### config.mk
export PLATFORM = sky130hd
export DESIGN_NAME = wdog_feed_guard
export DESIGN_NICKNAME = d
export VERILOG_FILES = /design/src/rtl/wdg_pkg.sv /design/src/rtl/wdg_prescale.sv /design/src/rtl/wdg_feed_track.sv /design/src/rtl/wdg_countdown.sv /design/src/rtl/wdog_feed_guard.sv
export SDC_FILE = /design/constraint.sdc
export NUM_CORES = 1
export LEC_CHECK = 0
export ABC_AREA = 0
export CAP_MARGIN = 40
export CORE_UTILIZATION = 45
export CTS_CLUSTER_DIAMETER = 60
export CTS_CLUSTER_SIZE = 14
export DETAILED_ROUTE_END_ITERATION = 16
export PLACE_DENSITY = 0.7
export SETUP_SLACK_MARGIN = 0.02
export SLEW_MARGIN = 15
export SYNTH_ARGS = -nofsm -noshare
export SYNTH_HDL_FRONTEND = slang
export SYNTH_SLANG_ARGS = --single-unit
### constraint.sdc
create_clock -name clk -period 3.65 [get_ports clk]
set_input_delay 0.73 -clock clk [delete_from_list [all_inputs] [get_ports clk]]
set_output_delay 0.73 -clock clk [all_outputs]
set_load 0.1 [all_outputs]
### src/rtl/wdg_pkg.sv
package wdg_pkg;
    typedef enum logic [1:0] {
        SEL_MODE   = 2'd0,
        SEL_RELOAD = 2'd1,
        SEL_FEED   = 2'd2,
        SEL_COUNT  = 2'd3
    } reg_sel_e;

    typedef enum logic {
        KEY_WAIT_FIRST  = 1'b0,
        KEY_WAIT_SECOND = 1'b1
    } key_state_e;

    localparam logic [7:0] KEY_FIRST  = 8'hAA;
    localparam logic [7:0] KEY_SECOND = 8'h55;
endpackage

### src/rtl/wdg_prescale.sv
module wdg_prescale #(
    parameter int DIV = 4
) (
    input  logic clk,
    input  logic rst_n,
    input  logic run,
    input  logic restart,
    output logic tick
);
    localparam int PW = (DIV > 1) ? $clog2(DIV) : 1;
    localparam logic [PW-1:0] LAST = PW'(DIV - 1);

    typedef struct packed {
        logic [PW-1:0] cnt;
    } pre_t;

    pre_t pre_d, pre_q;

    always_comb begin
        pre_d = pre_q;
        if (restart) begin
            pre_d.cnt = '0;
        end else if (run) begin
            pre_d.cnt = (pre_q.cnt == LAST) ? '0 : pre_q.cnt + 1'b1;
        end
    end

    assign tick = run && !restart && (pre_q.cnt == LAST);

    always_ff @(posedge clk or negedge rst_n) begin
        if (!rst_n) begin
            pre_q.cnt <= '0;
        end else begin
            pre_q <= pre_d;
        end
    end

    // steps are spaced, never back to back
    assert_tick_spacing_R1: assert property (@(posedge clk) disable iff (!rst_n)
        tick |=> !tick);
endmodule

### src/rtl/wdg_feed_track.sv
module wdg_feed_track
    import wdg_pkg::*;
(
    input  logic       clk,
    input  logic       rst_n,
    input  logic       acc_en,
    input  logic       acc_wr,
    input  logic       is_feed,
    input  logic [7:0] wbyte,
    input  logic       armed,
    output logic       feed_ok,
    output logic       feed_bad
);
    typedef struct packed {
        key_state_e st;
        logic       bad;
    } trk_t;

    trk_t trk_d, trk_q;

    logic first_key, second_key;

    assign first_key  = acc_en && acc_wr && is_feed && (wbyte == KEY_FIRST);
    assign second_key = acc_en && acc_wr && is_feed && (wbyte == KEY_SECOND);

    always_comb begin
        trk_d     = trk_q;
        trk_d.bad = 1'b0;
        if (acc_en) begin
            case (trk_q.st)
                KEY_WAIT_FIRST: begin
                    if (first_key) trk_d.st = KEY_WAIT_SECOND;
                end
                KEY_WAIT_SECOND: begin
                    trk_d.st = KEY_WAIT_FIRST;
                    if (!second_key) trk_d.bad = armed;
                end
                default: trk_d.st = KEY_WAIT_FIRST;
            endcase
        end
    end

    assign feed_ok  = (trk_q.st == KEY_WAIT_SECOND) && second_key;
    assign feed_bad = trk_q.bad;

    always_ff @(posedge clk or negedge rst_n) begin
        if (!rst_n) begin
            trk_q.st  <= KEY_WAIT_FIRST;
            trk_q.bad <= 1'b0;
        end else begin
            trk_q <= trk_d;
        end
    end

    // a broken pair is only reported once the watchdog is armed
    assert_bad_needs_arm_R5: assert property (@(posedge clk) disable iff (!rst_n)
        feed_bad |-> $past(armed));
    // whatever follows the first key closes the pair
    assert_pair_closes_R3: assert property (@(posedge clk) disable iff (!rst_n)
        (trk_q.st == KEY_WAIT_SECOND && acc_en) |=> (trk_q.st == KEY_WAIT_FIRST));
endmodule

### src/rtl/wdg_countdown.sv
module wdg_countdown #(
    parameter int              CNT_W   = 32,
    parameter logic [CNT_W-1:0] RST_VAL = CNT_W'(255)
) (
    input  logic             clk,
    input  logic             rst_n,
    input  logic             load,
    input  logic [CNT_W-1:0] load_val,
    input  logic             tick,
    output logic [CNT_W-1:0] count,
    output logic             underflow
);
    typedef struct packed {
        logic [CNT_W-1:0] cnt;
        logic             uf;
    } cd_t;

    cd_t cd_d, cd_q;

    always_comb begin
        cd_d    = cd_q;
        cd_d.uf = 1'b0;
        if (load) begin
            cd_d.cnt = load_val;
        end else if (tick) begin
            if (cd_q.cnt == '0) begin
                cd_d.cnt = load_val;
                cd_d.uf  = 1'b1;
            end else begin
                cd_d.cnt = cd_q.cnt - 1'b1;
            end
        end
    end

    assign count     = cd_q.cnt;
    assign underflow = cd_q.uf;

    always_ff @(posedge clk or negedge rst_n) begin
        if (!rst_n) begin
            cd_q.cnt <= RST_VAL;
            cd_q.uf  <= 1'b0;
        end else begin
            cd_q <= cd_d;
        end
    end

    // one step down per prescaler tick
    assert_step_down_R1: assert property (@(posedge clk) disable iff (!rst_n)
        (tick && !load && count != '0) |=> (count == $past(count) - 1'b1));
    // underflow only from an exhausted count
    assert_uf_from_zero_R7: assert property (@(posedge clk) disable iff (!rst_n)
        underflow |-> ($past(count) == '0));
endmodule

### src/rtl/wdog_feed_guard.sv
module wdog_feed_guard
    import wdg_pkg::*;
#(
    parameter int CNT_W      = 32,
    parameter int PRE_DIV    = 4,
    parameter int RELOAD_MIN = 255
) (
    input  logic             clk,
    input  logic             por_n,
    input  logic             sys_rst_n,
    input  logic             acc_en,
    input  logic             acc_wr,
    input  logic [1:0]       acc_addr,
    input  logic [CNT_W-1:0] acc_wdata,
    output logic [CNT_W-1:0] acc_rdata,
    output logic             irq_req,
    output logic             rst_req
);
    localparam logic [CNT_W-1:0] FLOOR = CNT_W'(RELOAD_MIN);

    typedef struct packed {
        logic             en;
        logic             rsten;
        logic             intf;
        logic             armed;
        logic             rst_pulse;
        logic [CNT_W-1:0] reload;
    } ctl_t;

    ctl_t ctl_d, ctl_q;
    logic tof_d, tof_q;

    logic             rst_all_n;
    reg_sel_e         sel;
    logic             wr_mode, wr_reload;
    logic             feed_ok, feed_bad, tick, underflow, trig;
    logic [CNT_W-1:0] count;

    assign rst_all_n = por_n & sys_rst_n;
    assign sel       = reg_sel_e'(acc_addr);
    assign wr_mode   = acc_en && acc_wr && (sel == SEL_MODE);
    assign wr_reload = acc_en && acc_wr && (sel == SEL_RELOAD);

    wdg_feed_track u_track (
        .clk      (clk),
        .rst_n    (rst_all_n),
        .acc_en   (acc_en),
        .acc_wr   (acc_wr),
        .is_feed  (sel == SEL_FEED),
        .wbyte    (acc_wdata[7:0]),
        .armed    (ctl_q.armed),
        .feed_ok  (feed_ok),
        .feed_bad (feed_bad)
    );

    wdg_prescale #(.DIV(PRE_DIV)) u_pre (
        .clk     (clk),
        .rst_n   (rst_all_n),
        .run     (ctl_q.armed),
        .restart (feed_ok),
        .tick    (tick)
    );

    wdg_countdown #(.CNT_W(CNT_W), .RST_VAL(FLOOR)) u_cd (
        .clk       (clk),
        .rst_n     (rst_all_n),
        .load      (feed_ok),
        .load_val  (ctl_q.reload),
        .tick      (tick),
        .count     (count),
        .underflow (underflow)
    );

    assign trig = ctl_q.armed && (underflow || feed_bad);

    always_comb begin
        ctl_d           = ctl_q;
        ctl_d.rst_pulse = 1'b0;
        if (wr_mode) begin
            ctl_d.en    = ctl_q.en | acc_wdata[0];
            ctl_d.rsten = ctl_q.rsten | acc_wdata[1];
        end
        if (wr_reload) begin
            ctl_d.reload = (acc_wdata < FLOOR) ? FLOOR : acc_wdata;
        end
        if (feed_ok && ctl_q.en) begin
            ctl_d.armed = 1'b1;
        end
        if (trig) begin
            if (ctl_q.rsten) ctl_d.rst_pulse = !ctl_q.rst_pulse;
            else             ctl_d.intf      = 1'b1;
        end
    end

    always_comb begin
        tof_d = tof_q;
        if (wr_mode && !acc_wdata[2]) tof_d = 1'b0;
        if (trig)                     tof_d = 1'b1;
    end

    always_ff @(posedge clk or negedge rst_all_n) begin
        if (!rst_all_n) begin
            ctl_q.en        <= 1'b0;
            ctl_q.rsten     <= 1'b0;
            ctl_q.intf      <= 1'b0;
            ctl_q.armed     <= 1'b0;
            ctl_q.rst_pulse <= 1'b0;
            ctl_q.reload    <= FLOOR;
        end else begin
            ctl_q <= ctl_d;
        end
    end

    always_ff @(posedge clk or negedge por_n) begin
        if (!por_n) tof_q <= 1'b0;
        else        tof_q <= tof_d;
    end

    always_comb begin
        case (sel)
            SEL_MODE:   acc_rdata = {{(CNT_W-4){1'b0}}, ctl_q.intf, tof_q, ctl_q.rsten, ctl_q.en};
            SEL_RELOAD: acc_rdata = ctl_q.reload;
            SEL_COUNT:  acc_rdata = count;
            default:    acc_rdata = '0;
        endcase
    end

    assign irq_req = ctl_q.intf;
    assign rst_req = ctl_q.rst_pulse;

    // the stored constant never drops below the floor
    assert_reload_floor_R2: assert property (@(posedge clk) disable iff (!rst_all_n)
        ctl_q.reload >= FLOOR);
    // enable bits cannot be cleared without a reset
    assert_en_sticky_R6: assert property (@(posedge clk) disable iff (!rst_all_n)
        ctl_q.en |=> ctl_q.en);
    assert_rsten_sticky_R6: assert property (@(posedge clk) disable iff (!rst_all_n)
        ctl_q.rsten |=> ctl_q.rsten);
    // a broken pair turns into a request one clock later
    assert_bad_to_req_R5: assert property (@(posedge clk) disable iff (!rst_all_n)
        feed_bad |=> (irq_req || rst_req));
    // interrupt request level holds until reset
    assert_irq_hold_R7: assert property (@(posedge clk) disable iff (!rst_all_n)
        irq_req |=> irq_req);
    // reset request is a single-clock pulse
    assert_rst_pulse_R8: assert property (@(posedge clk) disable iff (!rst_all_n)
        rst_req |=> !rst_req);
    // every trigger records the time-out flag
    assert_tof_on_trig_R9: assert property (@(posedge clk) disable iff (!rst_all_n)
        trig |=> tof_q);
    // no counting before arming
    assert_idle_until_armed_R4: assert property (@(posedge clk) disable iff (!rst_all_n)
        !ctl_q.armed |-> !tick);
endmodule

## Word level (Yosys, flattened, before mapping)

Cells that the tools add are included.

| operators by class | value |
|---|---|
| $add $sub $neg | 2 |
| order comparisons | 1 |
| equal/unequal tests | 6 |
| multiplexer cells | 19 |
| bitwise logic cells | 5 |
| reduce and logical (&&, ||, !) cells | 22 |

Operator list:

| cell | number |
|---|---|
| 2-to-1 mux 32 bit | 3 |
| case mux 32 bit (3 select lines) | 1 |
| 2-to-1 mux 33 bit | 1 |
| zero test 32 bit | 1 |
| less-than comparator 32 x 8 -> 1 bit, second input constant | 1 |
| subtractor 32 x 1 -> 32 bit, second input constant | 1 |
| logical AND 1 bit | 12 |
| 2-to-1 mux 1 bit | 10 |
| == test 8 x 7 -> 1 bit, second input constant | 1 |
| == test 8 bit, second input constant | 1 |
| == test 2 bit, second input constant | 3 |
| 2-to-1 mux 2 bit | 3 |
| nonzero test 2 bit | 3 |
| zero test 1 bit | 3 |
| adder 2 x 1 -> 2 bit, second input constant | 1 |
| == test 2 x 1 -> 1 bit, second input constant | 1 |
| zero test 2 bit | 1 |
| inverter 1 bit | 2 |
| bitwise OR 1 bit | 2 |
| case mux 1 bit (2 select lines) | 1 |
| AND reduction 2 bit | 1 |
| AND 1 bit | 1 |
| logical OR 1 bit | 1 |

| storage, ports and cells | value |
|---|---|
| register bits | 75 |
| input port bits | 39 |
| output and inout bits | 34 |
| logic and storage cells | 67 |

## Depth between registers and ports, before layout

| logic depth | value |
|---|---|
| word-level depth | 9 |
| mapped depth | 8 |
| gate-level depth less buffers | 7 |

## Modules after synthesis

Synthesis repeated with hierarchy kept, for this count alone.

| unflattened totals | value |
|---|---|
| cell total of the unflattened synthesis | 548 |
| area total of the unflattened synthesis | 4892.2 µm² |

By module, submodules not included:

| module | instances | cells each | area an instance (µm²) | sequential area each (µm²) |
|---|---|---|---|---|
| wdg_countdown | 1 | 285 | 2487.4 | 835.8 |
| wdog_feed_guard | 1 | 241 | 2150.8 | 960.9 |
| wdg_feed_track | 1 | 12 | 146.4 | 50.0 |
| wdg_prescale | 1 | 10 | 107.6 | 50.0 |

## Worst setup path after synthesis

Ideal clock, no wire load.

| path | value |
|---|---|
| path kind | input port to output port |
| start | in acc_addr[1] |
| end | out acc_rdata[0] |
| arrival time | 3.472 ns |
| data required time | 2.920 ns |
| slack | -0.552 ns |
| stages | 4 |
| buffers on the path | 3 |
| cell sequence | clkbuf_1 buf_1 clkbuf_1 o21ai_0 |

| on the way | value |
|---|---|
| cells in the longest elaborated chain, start to end | 2 |
| elaborated cells on any way between the ends | 4 |
| classes of those cells | eq/ne (2); mux (1); reduce/logical (1) |

RTL lines:

| what | line | text |
|---|---|---|
| from (decl) | wdog_feed_guard.sv:13 | `input logic [1:0] acc_addr,` |
| == test 2 bit (tied with other cells) | wdog_feed_guard.sv:120 | `case (sel)` |
| case mux 32 bit (3 select lines) (*) | wdog_feed_guard.sv:120 |  |
| to (decl) | wdog_feed_guard.sv:15 | `output logic [CNT_W-1:0] acc_rdata,` |

Every way passes the cells marked *; elsewhere a longest branch is shown, timed or not.

## Final worst setup path

| path | value |
|---|---|
| start | in acc_addr[0] |
| end | out acc_rdata[0] |

The elaborated chain is that of the path after synthesis.

==> impl_metrics.json <==
{
  "initial_core_util": 0.4629,
  "row_count": 36,
  "dr.pass1.iters": 5,
  "synthTopCellsByCount": "dfrtp_1, nor2_1, mux2i_1",
  "place_area_mm2": 0.005839,
  "final_layout_size_suffix_gt1_frac": 0.2332,
  "diodes": 0,
  "cts.sinks": 75,
  "hpwl_mm": 10.17,
  "arrival_ps": 2310,
  "antenna_found_initial": 0,
  "min_period_ps": 3044,
  "die-area_mm2": 0.01046,
  "seqCellArea_mm2": 0.001897,
  "cts_made_buffers": 9,
  "p_leak_nw": 2.501,
  "cts_buffer_depth": 2,
  "final.setup.tns_ps": 0,
  "cp-start-kind": "input port",
  "grt_pass1_wl_mm": 21.31,
  "hold_buffers": 0,
  "cts_resized": 0,
  "finalSetupViolCount": 0,
  "synthAdderAreaFrac": 0.008296,
  "vias_per_cell": 6.075,
  "worstRegToRegCells": 7,
  "hp-start": "rst_req$_DFF_PN0_",
  "synthArstFlopShare": 1.000,
  "synthMuxAreaShare": 0.1416,
  "io_buffers": 72,
  "dp_slack_ps": 600.0,
  "post_drt_wl_per_cell_um": 19.79,
  "yosys.area_share.xor_xnor": 0.01742,
  "synth_nets": 517,
  "wirelength_mm": 13.50,
  "ys_ff_latch": 75,
  "cts_tree": "done",
  "synth_seq_area_share": 0.4192,
  "clk_latency_ps": 350,
  "io_pins": 73,
  "gp_congestion": 0.9551,
  "worstMarginPinSlew_ps": 803.5,
  "drtAntennaViolNets": 0,
  "synthFlopType": "dfrtp_1",
  "max_slew_margin": 0.4594,
  "syn_to_final_growth_pct": 33.41,
  "r2r_start": "u_cd.count[0]$_DFFE_PN1P_",
  "path_clk_slew_ps": 80,
  "final_area_mm2": 0.006036,
  "synthTopCellsByArea": "dfrtp_1, dfstp_2, mux2i_1",
  "path_class": "in -> out",
  "synth_top_area_share": 0.3263,
  "grt_pass1_vias": 3919,
  "synth-simple-area-share": 0.2414,
  "core-area_mm2": 0.009774,
  "setup_ws_ps": 605.6,
  "ff2ff_setup_slack_ps": 910,
  "timing.rr.end": "u_cd.count[23]$_DFFE_PN0P_",
  "drv_slew": 0,
  "worstSetupEndpointType": "output port",
  "whs_path_depth": 1,
  "skew_ps": 10.78,
  "outcome": "finished clean",
  "fin_crit_sh": 0.8341,
  "num_vias": 4143,
  "power.density_mw_per_mm2": 381.3,
  "placed_cells": 665,
  "synth_area_mm2": 0.004524,
  "fmax_ghz": 0.3285,
  "avgSynthCellArea_um2": 9.525,
  "hold_viol": 0,
  "grt_overflow": 0,
  "fillers": 822,
  "htreeDepth": 3,
  "grt_max_degree": 53,
  "die-width_um": 102.3,
  "rsz0062_at_grt": "false",
  "yosysWarnings": 0,
  "postCtsSetupBuffers": 0,
  "hold_end": "rst_req$_DFF_PN0_",
  "hp-class": "reg -> reg",
  "required_ps": 2920,
  "synth_top_cell_by_area": "dfrtp_1",
  "die_y_um": 102.3,
  "drt-initial-drc-count": 390,
  "synth_compound_area_frac": 0.1377,
  "grt_use_total": 0.2717,
  "ir_drop_mv": 0.2790,
  "stdcell_count": 682,
  "cp_max_fo": 39,
  "multi_input_area_mm2": 0.002515,
  "synth_top_family_by_area": "simple AND/OR/NAND/NOR gates",
  "root_buffer": "clkbuf_8",
  "ys_types": 59,
  "drcViolationCount": 0,
  "final_nets": 586,
  "syn-instance-count": 475,
  "synth_most_common_cell": "dfrtp_1",
  "cap_violations": 0,
  "synth_edf_count": 0
}
power breakdown:
part           total (mW)  leakage (nW)  internal, mW  switching [mW]
clock network       0.641        0.0927         0.316           0.324
registers            1.03         0.926         0.928           0.103
logic               0.629          1.48         0.266           0.364
total                2.30          2.50          1.51           0.791
routing by layer:
metal	global-route usage	vias to the layer above	part of all wire	wire length, um
li1	-	1918	-	-
met1	0.3950	1995	0.44	5900
met2	0.4063	201	0.46	6227
met3	0.04378	29	0.076	1032
met4	0.1022	0	0.025	336
met5	0	-	0	0
kinds of logic after synthesis:
group / count (synthesis)
XOR/XNOR: 9
AO/OA/AOI/OAI: 88
multiplexers: 61
AND/OR/NAND/NOR: 201
flip-flops: 75
buffers and inverters: 38
adder cells (fa/ha/maj): 3
registers in the layout, indices dropped and copies added, names as in the netlist:
signal / count
ctl_q: 35
irq_req: 1
rst_req: 1
tof_q: 1
u_cd.count: 32
u_cd.underflow: 1
u_pre.pre_q: 2
u_track.feed_bad: 1
u_track.trk_q: 1
metrics by stage:
step	utilization	hold slack [ps]	total power, mW
after floorplan	-	434.4	1.393
after global placement	0.5904	419.3	1.660
after detailed placement	0.5974	421.1	1.676
after CTS	0.6170	432.5	2.313
after global routing	0.6175	459.0	2.394
final	0.6175	428.5	2.302
area by class of cell:
class,count,share of cell area
repair buffers,93,0.2079
clock inverters,6,0.01057
flip-flops and latches,75,0.3143
well taps,133,0.02757
clock buffers,10,0.02114
inverters,3,0.001866
multi-input cells,362,0.4167
how the worst max path moves through the flow:
| stage | to | slack, ps | depth (start not counted) | startpoint |
|---|---|---|---|---|
| 2_1_floorplan | acc_rdata[0] | -550 | 4 | acc_addr[1] |
| 3_3_place_gp | acc_rdata[0] | 720 | 5 | acc_addr[0] |
| 3_5_place_dp | acc_rdata[0] | 600 | 5 | acc_addr[0] |
| 4_1_cts | acc_rdata[0] | 610 | 5 | acc_addr[0] |
| 5_1_grt | acc_rdata[0] | 530 | 5 | acc_addr[0] |
| 6_report | acc_rdata[0] | 610 | 5 | acc_addr[0] |
cells in the final DEF (no fill, tap or decap), types with 3 or more instances in the layout:
master and instances:
nor2b_1 18, nor4_1 18, ha_1 3, o22ai_1 6, o22a_1 9, o21ai_0 19, nand4_1 12, a21oi_1 13
nand2_1 32, dfrtp_1 59, a211oi_1 9, or4_1 9, xor2_1 6, a21o_1 4, a32oi_1 4, inv_1 3
mux2_2 24, xnor2_1 3, mux2i_1 37, nor2b_2 10, nor3_1 25, buf_12 34, clkbuf_8 9, dfstp_2 16
or3_1 3, clkdlybuf4s50_1 39, and4_1 7, buf_4 14, nand3_1 11, nor2_1 38, and3_1 3
worst max-delay path: stages:
cell and delay, ps:
clkdlybuf4s50_1 480, buf_4 370, mux2i_1 120, o21ai_0 380
buf_12 230
Note: power is estimated with default switching activity, not from simulation.
